File: src/rtl/seg_addr_pkg.sv
package seg_addr_pkg;
    localparam int NUM_SEG = 4;
    localparam int SEL_W   = $clog2(NUM_SEG);

    typedef enum logic [SEL_W-1:0] {
        ACC_FETCH = 2'd0,
        ACC_STACK = 2'd1,
        ACC_DATA  = 2'd2,
        ACC_EXTRA = 2'd3
    } acc_kind_e;

    typedef enum logic [1:0] {
        ST_IDLE    = 2'd0,
        ST_FWD_RSP = 2'd1,
        ST_INV_RSP = 2'd2
    } gen_state_e;
endpackage

File: src/rtl/seg_regfile.sv
module seg_regfile
    import seg_addr_pkg::*;
#(
    parameter int SEG_W = 16
) (
    input  logic             clk,
    input  logic             rst_n,
    input  logic             wr_en,
    input  logic [SEL_W-1:0] wr_sel,
    input  logic [SEG_W-1:0] wr_data,
    input  logic [SEL_W-1:0] rd_sel,
    output logic [SEG_W-1:0] rd_data
);
    logic [NUM_SEG-1:0][SEG_W-1:0] seg_q;

    for (genvar g = 0; g < NUM_SEG; g++) begin : g_seg
        always_ff @(posedge clk) begin
            if (!rst_n)
                seg_q[g] <= '0;
            else if (wr_en && wr_sel == SEL_W'(g))
                seg_q[g] <= wr_data;
        end

        // an untargeted register keeps its value
        a_r7_hold_untargeted: assert property (@(posedge clk) disable iff (!rst_n)
            !(wr_en && wr_sel == SEL_W'(g)) |=> $stable(seg_q[g]));
    end

    assign rd_data = seg_q[rd_sel];

    // a load lands in the addressed register
    a_r7_load_lands: assert property (@(posedge clk) disable iff (!rst_n)
        wr_en |=> seg_q[$past(wr_sel)] == $past(wr_data));
endmodule

File: src/rtl/seg_fwd_add.sv
module seg_fwd_add #(
    parameter int SEG_W = 16,
    parameter int OFF_W = 16,
    parameter int SHIFT = 4,
    localparam int PA_W = SEG_W + SHIFT
) (
    input  logic [SEG_W-1:0] seg,
    input  logic [OFF_W-1:0] off,
    output logic [PA_W-1:0]  addr
);
    logic [PA_W-1:0] base_ext;
    logic [PA_W-1:0] off_ext;

    assign base_ext = {seg, {SHIFT{1'b0}}};
    assign off_ext  = {{(PA_W-OFF_W){1'b0}}, off};
    assign addr     = base_ext + off_ext;
endmodule

File: src/rtl/seg_inv_sub.sv
module seg_inv_sub #(
    parameter int SEG_W = 16,
    parameter int OFF_W = 16,
    parameter int SHIFT = 4,
    localparam int PA_W = SEG_W + SHIFT
) (
    input  logic [SEG_W-1:0] seg,
    input  logic [PA_W-1:0]  phys,
    output logic [OFF_W-1:0] off,
    output logic             range_err
);
    logic [PA_W:0] diff;
    logic          borrow;
    logic          too_big;

    assign diff      = {1'b0, phys} - {1'b0, seg, {SHIFT{1'b0}}};
    assign borrow    = diff[PA_W];
    assign too_big   = |diff[PA_W-1:OFF_W];
    assign range_err = borrow | too_big;
    assign off       = range_err ? '0 : diff[OFF_W-1:0];
endmodule

File: src/rtl/seg_addr_gen.sv
module seg_addr_gen
    import seg_addr_pkg::*;
#(
    parameter int SEG_W = 16,
    parameter int OFF_W = 16,
    parameter int SHIFT = 4,
    localparam int PA_W = SEG_W + SHIFT
) (
    input  logic             clk,
    input  logic             rst_n,
    input  logic             seg_wr_en,
    input  logic [1:0]       seg_wr_sel,
    input  logic [SEG_W-1:0] seg_wr_data,
    input  logic             req_valid,
    output logic             req_ready,
    input  logic             req_mode,
    input  logic [1:0]       req_kind,
    input  logic [OFF_W-1:0] req_ip,
    input  logic [OFF_W-1:0] req_sp,
    input  logic [OFF_W-1:0] req_idx,
    input  logic [PA_W-1:0]  req_phys,
    output logic             rsp_valid,
    output logic [PA_W-1:0]  rsp_addr,
    output logic [OFF_W-1:0] rsp_offset,
    output logic             rsp_range_err
);
    gen_state_e       state_q, state_d;
    acc_kind_e        kind;
    logic             accept;
    logic [SEG_W-1:0] seg_val;
    logic [OFF_W-1:0] sel_off;
    logic [PA_W-1:0]  fwd_addr;
    logic [OFF_W-1:0] inv_off;
    logic             inv_err;
    logic [PA_W-1:0]  addr_q;
    logic [OFF_W-1:0] off_q;
    logic             err_q;

    assign kind      = acc_kind_e'(req_kind);
    assign req_ready = rst_n;
    assign accept    = req_valid && req_ready;

    seg_regfile #(.SEG_W(SEG_W)) u_regs (
        .clk     (clk),
        .rst_n   (rst_n),
        .wr_en   (seg_wr_en),
        .wr_sel  (seg_wr_sel),
        .wr_data (seg_wr_data),
        .rd_sel  (req_kind),
        .rd_data (seg_val)
    );

    always_comb begin
        unique case (kind)
            ACC_FETCH: sel_off = req_ip;
            ACC_STACK: sel_off = req_sp;
            ACC_DATA,
            ACC_EXTRA: sel_off = req_idx;
            default:   sel_off = req_idx;
        endcase
    end

    seg_fwd_add #(.SEG_W(SEG_W), .OFF_W(OFF_W), .SHIFT(SHIFT)) u_fwd (
        .seg  (seg_val),
        .off  (sel_off),
        .addr (fwd_addr)
    );

    seg_inv_sub #(.SEG_W(SEG_W), .OFF_W(OFF_W), .SHIFT(SHIFT)) u_inv (
        .seg       (seg_val),
        .phys      (req_phys),
        .off       (inv_off),
        .range_err (inv_err)
    );

    always_comb begin
        state_d = ST_IDLE;
        if (accept)
            state_d = req_mode ? ST_INV_RSP : ST_FWD_RSP;
    end

    always_ff @(posedge clk) begin
        if (!rst_n) state_q <= ST_IDLE;
        else        state_q <= state_d;
    end

    always_ff @(posedge clk) begin
        if (!rst_n) begin
            addr_q <= '0;
            off_q  <= '0;
            err_q  <= 1'b0;
        end else if (accept) begin
            addr_q <= req_mode ? req_phys : fwd_addr;
            off_q  <= req_mode ? inv_off  : sel_off;
            err_q  <= req_mode & inv_err;
        end
    end

    always_comb begin
        rsp_addr      = addr_q;
        rsp_offset    = off_q;
        rsp_range_err = err_q;
        unique case (state_q)
            ST_IDLE:    rsp_valid = 1'b0;
            ST_FWD_RSP,
            ST_INV_RSP: rsp_valid = 1'b1;
            default:    rsp_valid = 1'b0;
        endcase
    end

    // reset clears the response
    a_r1_reset_clear: assert property (@(posedge clk)
        !rst_n |=> (!rsp_valid && rsp_addr == '0 && rsp_offset == '0 && !rsp_range_err));

    // a response strobe needs an accepted request on the previous edge
    a_r2_rsp_after_accept: assert property (@(posedge clk) disable iff (!rst_n)
        rsp_valid |-> $past(req_valid && req_ready));

    // no request means no response next cycle
    a_r2_no_spurious: assert property (@(posedge clk) disable iff (!rst_n)
        !req_valid |=> !rsp_valid);

    // a raised flag forces a zero offset
    a_r6_err_zero_off: assert property (@(posedge clk) disable iff (!rst_n)
        rsp_range_err |-> rsp_offset == '0);

    // forward results never carry the flag
    a_r6_fwd_no_err: assert property (@(posedge clk) disable iff (!rst_n)
        state_q == ST_FWD_RSP |-> !rsp_range_err);
endmodule

File: config.mk
export PLATFORM = sky130hd
export DESIGN_NAME = seg_addr_gen
export DESIGN_NICKNAME = d
export VERILOG_FILES = /design/src/rtl/seg_addr_pkg.sv /design/src/rtl/seg_regfile.sv /design/src/rtl/seg_fwd_add.sv /design/src/rtl/seg_inv_sub.sv /design/src/rtl/seg_addr_gen.sv
export SDC_FILE = /design/constraint.sdc
export NUM_CORES = 1
export LEC_CHECK = 0
export BUFFER_PORTS_ARGS = -buffer_cell sky130_fd_sc_hd__buf_4
export CAP_MARGIN = 20
export CORE_UTILIZATION = 35
export DETAILED_ROUTE_END_ITERATION = 7
export GPL_TIMING_DRIVEN = 0
export PLACE_DENSITY = 0.67
export SLEW_MARGIN = 20
export SYNTH_ARGS = -nofsm -noshare
export SYNTH_HDL_FRONTEND = slang
export SYNTH_HIERARCHICAL = 1
export SYNTH_SLANG_ARGS = --single-unit
File: constraint.sdc
create_clock -name clk -period 4.15 [get_ports clk]
set_input_delay 0.6225 -clock clk [delete_from_list [all_inputs] [get_ports clk]]
set_output_delay 0.6225 -clock clk [all_outputs]
set_load 0.02 [all_outputs]
==> impl_metrics.env <==
export IMPL_status="finished, final reports clean"
export IMPL_p_int_w=0.00179
export IMPL_rows=51
export IMPL_grt_total_usage_pct=18.6
export IMPL_clock_power_share_pct=31.8
export IMPL_muxShareOfSynthArea_pct=20.2
export IMPL_port_buffer_count=127
export IMPL_hold_depth=2
export IMPL_p_seq_share_pct=40.5
export IMPL_startpoint_type="input pin"
export IMPL_relSlewSlack_pct=58.4
export IMPL_drv_cap=0
export IMPL_routed_wl_mm=19.0
export IMPL_avgRoutedWirePerCell_um=16.4
export IMPL_clk_latency_ns=0.36
export IMPL_h_tree_depth=3
export IMPL_pwr_share_comb_pct=27.7
export IMPL_final_common_cell="buf_4"
export IMPL_synth_top_flop_cell="dfxtp_1"
export IMPL_clock_sinks=103
export IMPL_overflow=0
export IMPL_r2r_cells=13
export IMPL_finalCritPeriodShare_pct=91.4
export IMPL_switching_share_pct=31.8
export IMPL_post_cts_buffers=0
export IMPL_endpoint_kind="flip-flop"
export IMPL_cp_max_fo=10
export IMPL_grt_pass1_wl_mm=29.1
export IMPL_core_um2=19500
export IMPL_yosys_area_share_adder_pct=5.76
export IMPL_p_leak_nw=4.03
export IMPL_fin_crit_ns=3.79
export IMPL_grt_pass1_vias=5586
export IMPL_timing_fmax_mhz=264
export IMPL_final_cell_mix="139 x buf_4, 131 x nand2_1, 103 x dfxtp_1"
export IMPL_area_delta_synth_final_pct=22.4
export IMPL_gp_congestion=0.880
export IMPL_cts_tree="yes"
export IMPL_dr_first_iter_drc_count=258
export IMPL_worst_slew_pin_slew_ns=0.617
export IMPL_finalNetCount=1013
export IMPL_power_switching_w=0.000833
export IMPL_grt_start_max_net_pins=19
export IMPL_ys_seq_area_share_pct=29.5
export IMPL_start_util_pct=35.8
export IMPL_finalSetupTns_ns=0
export IMPL_synth_cells=751
export IMPL_seq_area_um2=2060
export IMPL_synth_cell_types=72
export IMPL_root_buffer="clkbuf_16"
export IMPL_antenna_found_initial=0
export IMPL_synth_area_per_cell_um2=9.32
export IMPL_multi_input_area_um2=4390
export IMPL_fillers=1959
export IMPL_antenna_left=0
export IMPL_min_path_type="flip-flop to flip-flop"
export IMPL_arrival_ns=4.08
export IMPL_vias=5896
export IMPL_hold_violations=0
export IMPL_antennaDiodeCount=0
export IMPL_drive_gt1_share_pct=24.4
export IMPL_pre_cts_ws_ns=0.0887
export IMPL_drc_errors=0
export IMPL_synth_seq_cells=103
export IMPL_path_class="input pin to flip-flop"
export IMPL_cts_inserted_buffers=9
export IMPL_synthSimpleGateAreaFrac_pct=17.1
export IMPL_path_clk_slew_ns=0.07
export IMPL_power_density_nw_per_um2=306
export IMPL_yosys_warnings=6
export IMPL_syn_area_um2=7000
export IMPL_total_power_w=0.00262
export IMPL_die_w_um=143
export IMPL_rsz0062_at_grt="no"
export IMPL_viasPerCell=5.09
export IMPL_syn_num_nets=875
export IMPL_hpwlAfterDp_mm=14.9
export IMPL_finalSetupViolCount=0
export IMPL_drv_slew=0
export IMPL_required_ns=4.44
export IMPL_clockBufferDepth=2
export IMPL_synth_xor_area_share_pct=2.38
export IMPL_vdd_drop_max_mv=0.203
export IMPL_die_area_um2=20600
export IMPL_synth_compound_area_share_pct=17.3
export IMPL_ctsHoldBuffers=0
export IMPL_holdWs_ns=0.456
export IMPL_dr_pass1_iters=5
export IMPL_layout_setup_ws_ns=0.359
export IMPL_ios=132
export IMPL_async_flop_share_pct=0
export IMPL_die_height_um=143
export IMPL_skew_ns=0.0139
export IMPL_post_cts_resized=0
export IMPL_synth_edf_count=0
export IMPL_synth_top_family_by_area="multiplexers"
[metrics by stage]
step                      util [%]  std cells  instance area (um^2)
after CTS                     43.8       1159                  8560
after detailed placement      42.4       1143                  8280
final                         43.8       1159                  8560
after global routing          43.8       1159                  8560
after global placement        42.4       1143                  8280
after floorplan                  -        751                  7000
[cells by family after synthesis]
kind of cell / after synthesis
buffers and inverters: 86
multiplexers: 117
XOR/XNOR: 19
adder cells (fa/ha/maj): 31
flip-flops: 103
AO/OA/AOI/OAI: 159
AND/OR/NAND/NOR: 236
[sequential cells by signal (all words and copies together) (netlist names)]
name and cells:
state_q 2, rsp_offset 16, u_regs/seg_q 64, rsp_addr 20, rsp_range_err 1
[critical path: stages]
cell and delay, ns:
buf_4 0.16, buf_6 0.18, buf_12 0.15, mux4_2 0.54, inv_1 0.09, ha_1 0.30
a21oi_1 0.46, o21ai_1 0.15, a31oi_1 0.26, a21o_1 0.16, o211ai_2 0.19, buf_6 0.22
nor4_2 0.26, nand3b_1 0.15, o2111a_1 0.18
[cells in the mapped netlist, types with 8 or more instances]
cell type | number | share of area, %
nor4_2 | 10 | 1.8
clkbuf_1 | 12 | 0.64
nor2b_1 | 15 | 1.3
a21o_1 | 9 | 0.97
a21oi_1 | 44 | 3.1
o21ai_0 | 21 | 1.5
ha_1 | 29 | 5.2
o21ai_1 | 8 | 0.57
nand2_1 | 131 | 7.0
a22o_1 | 12 | 1.5
inv_1 | 30 | 1.6
mux2i_1 | 101 | 14
dfxtp_1 | 103 | 29
xnor2_1 | 12 | 1.5
o211a_1 | 21 | 3.0
nor2_1 | 12 | 0.64
nand3_1 | 12 | 0.86
buf_4 | 12 | 1.3
buf_6 | 13 | 2.1
buf_2 | 13 | 0.93
mux4_1 | 12 | 4.5
[power groups by stage]
stage                     Clock, W  Combinational (W)  Sequential [W]
after floorplan                  0           0.000464         0.00111
final                     0.000834           0.000725         0.00106
after detailed placement         0           0.000725         0.00108
after global placement           0           0.000718         0.00108
after CTS                 0.000856           0.000728         0.00106
after global routing      0.000897           0.000789         0.00107
[final cells by class]
class | count | share of cell area [%]
Buffer | 55 | 4.95
Clock buffer | 11 | 2.72
Clock inverter | 5 | 0.555
Inverter | 31 | 1.36
Multi-Input combinational cell | 562 | 51.3
Sequential cell | 103 | 24.1
Tap cell | 265 | 3.87
Timing Repair Buffer | 127 | 11.1
[final timing paths]
path | from | to | slack [ns]
worst max-delay path | req_kind[1] | rsp_offset[14]$_SDFFE_PN0P_ | 0.36
worst min-delay path | u_regs/seg_q[22]$_SDFFE_PN0P_ | u_regs/seg_q[22]$_SDFFE_PN0P_ | 0.46
worst max register to register | u_regs/seg_q[16]$_SDFFE_PN0P_ | rsp_offset[14]$_SDFFE_PN0P_ | 0.64
worst min register to register | u_regs/seg_q[22]$_SDFFE_PN0P_ | u_regs/seg_q[22]$_SDFFE_PN0P_ | 0.46
[layer usage]
metal / track usage, % / up-vias / share of wire [%]
met5: 0 / - / 0
met4: 4.42 / 0 / 1.1
met3: 3.17 / 16 / 4.9
met2: 33.0 / 153 / 49
met1: 23.3 / 2733 / 45
li1: - / 2994 / -
(Power assumes the default switching activity.)
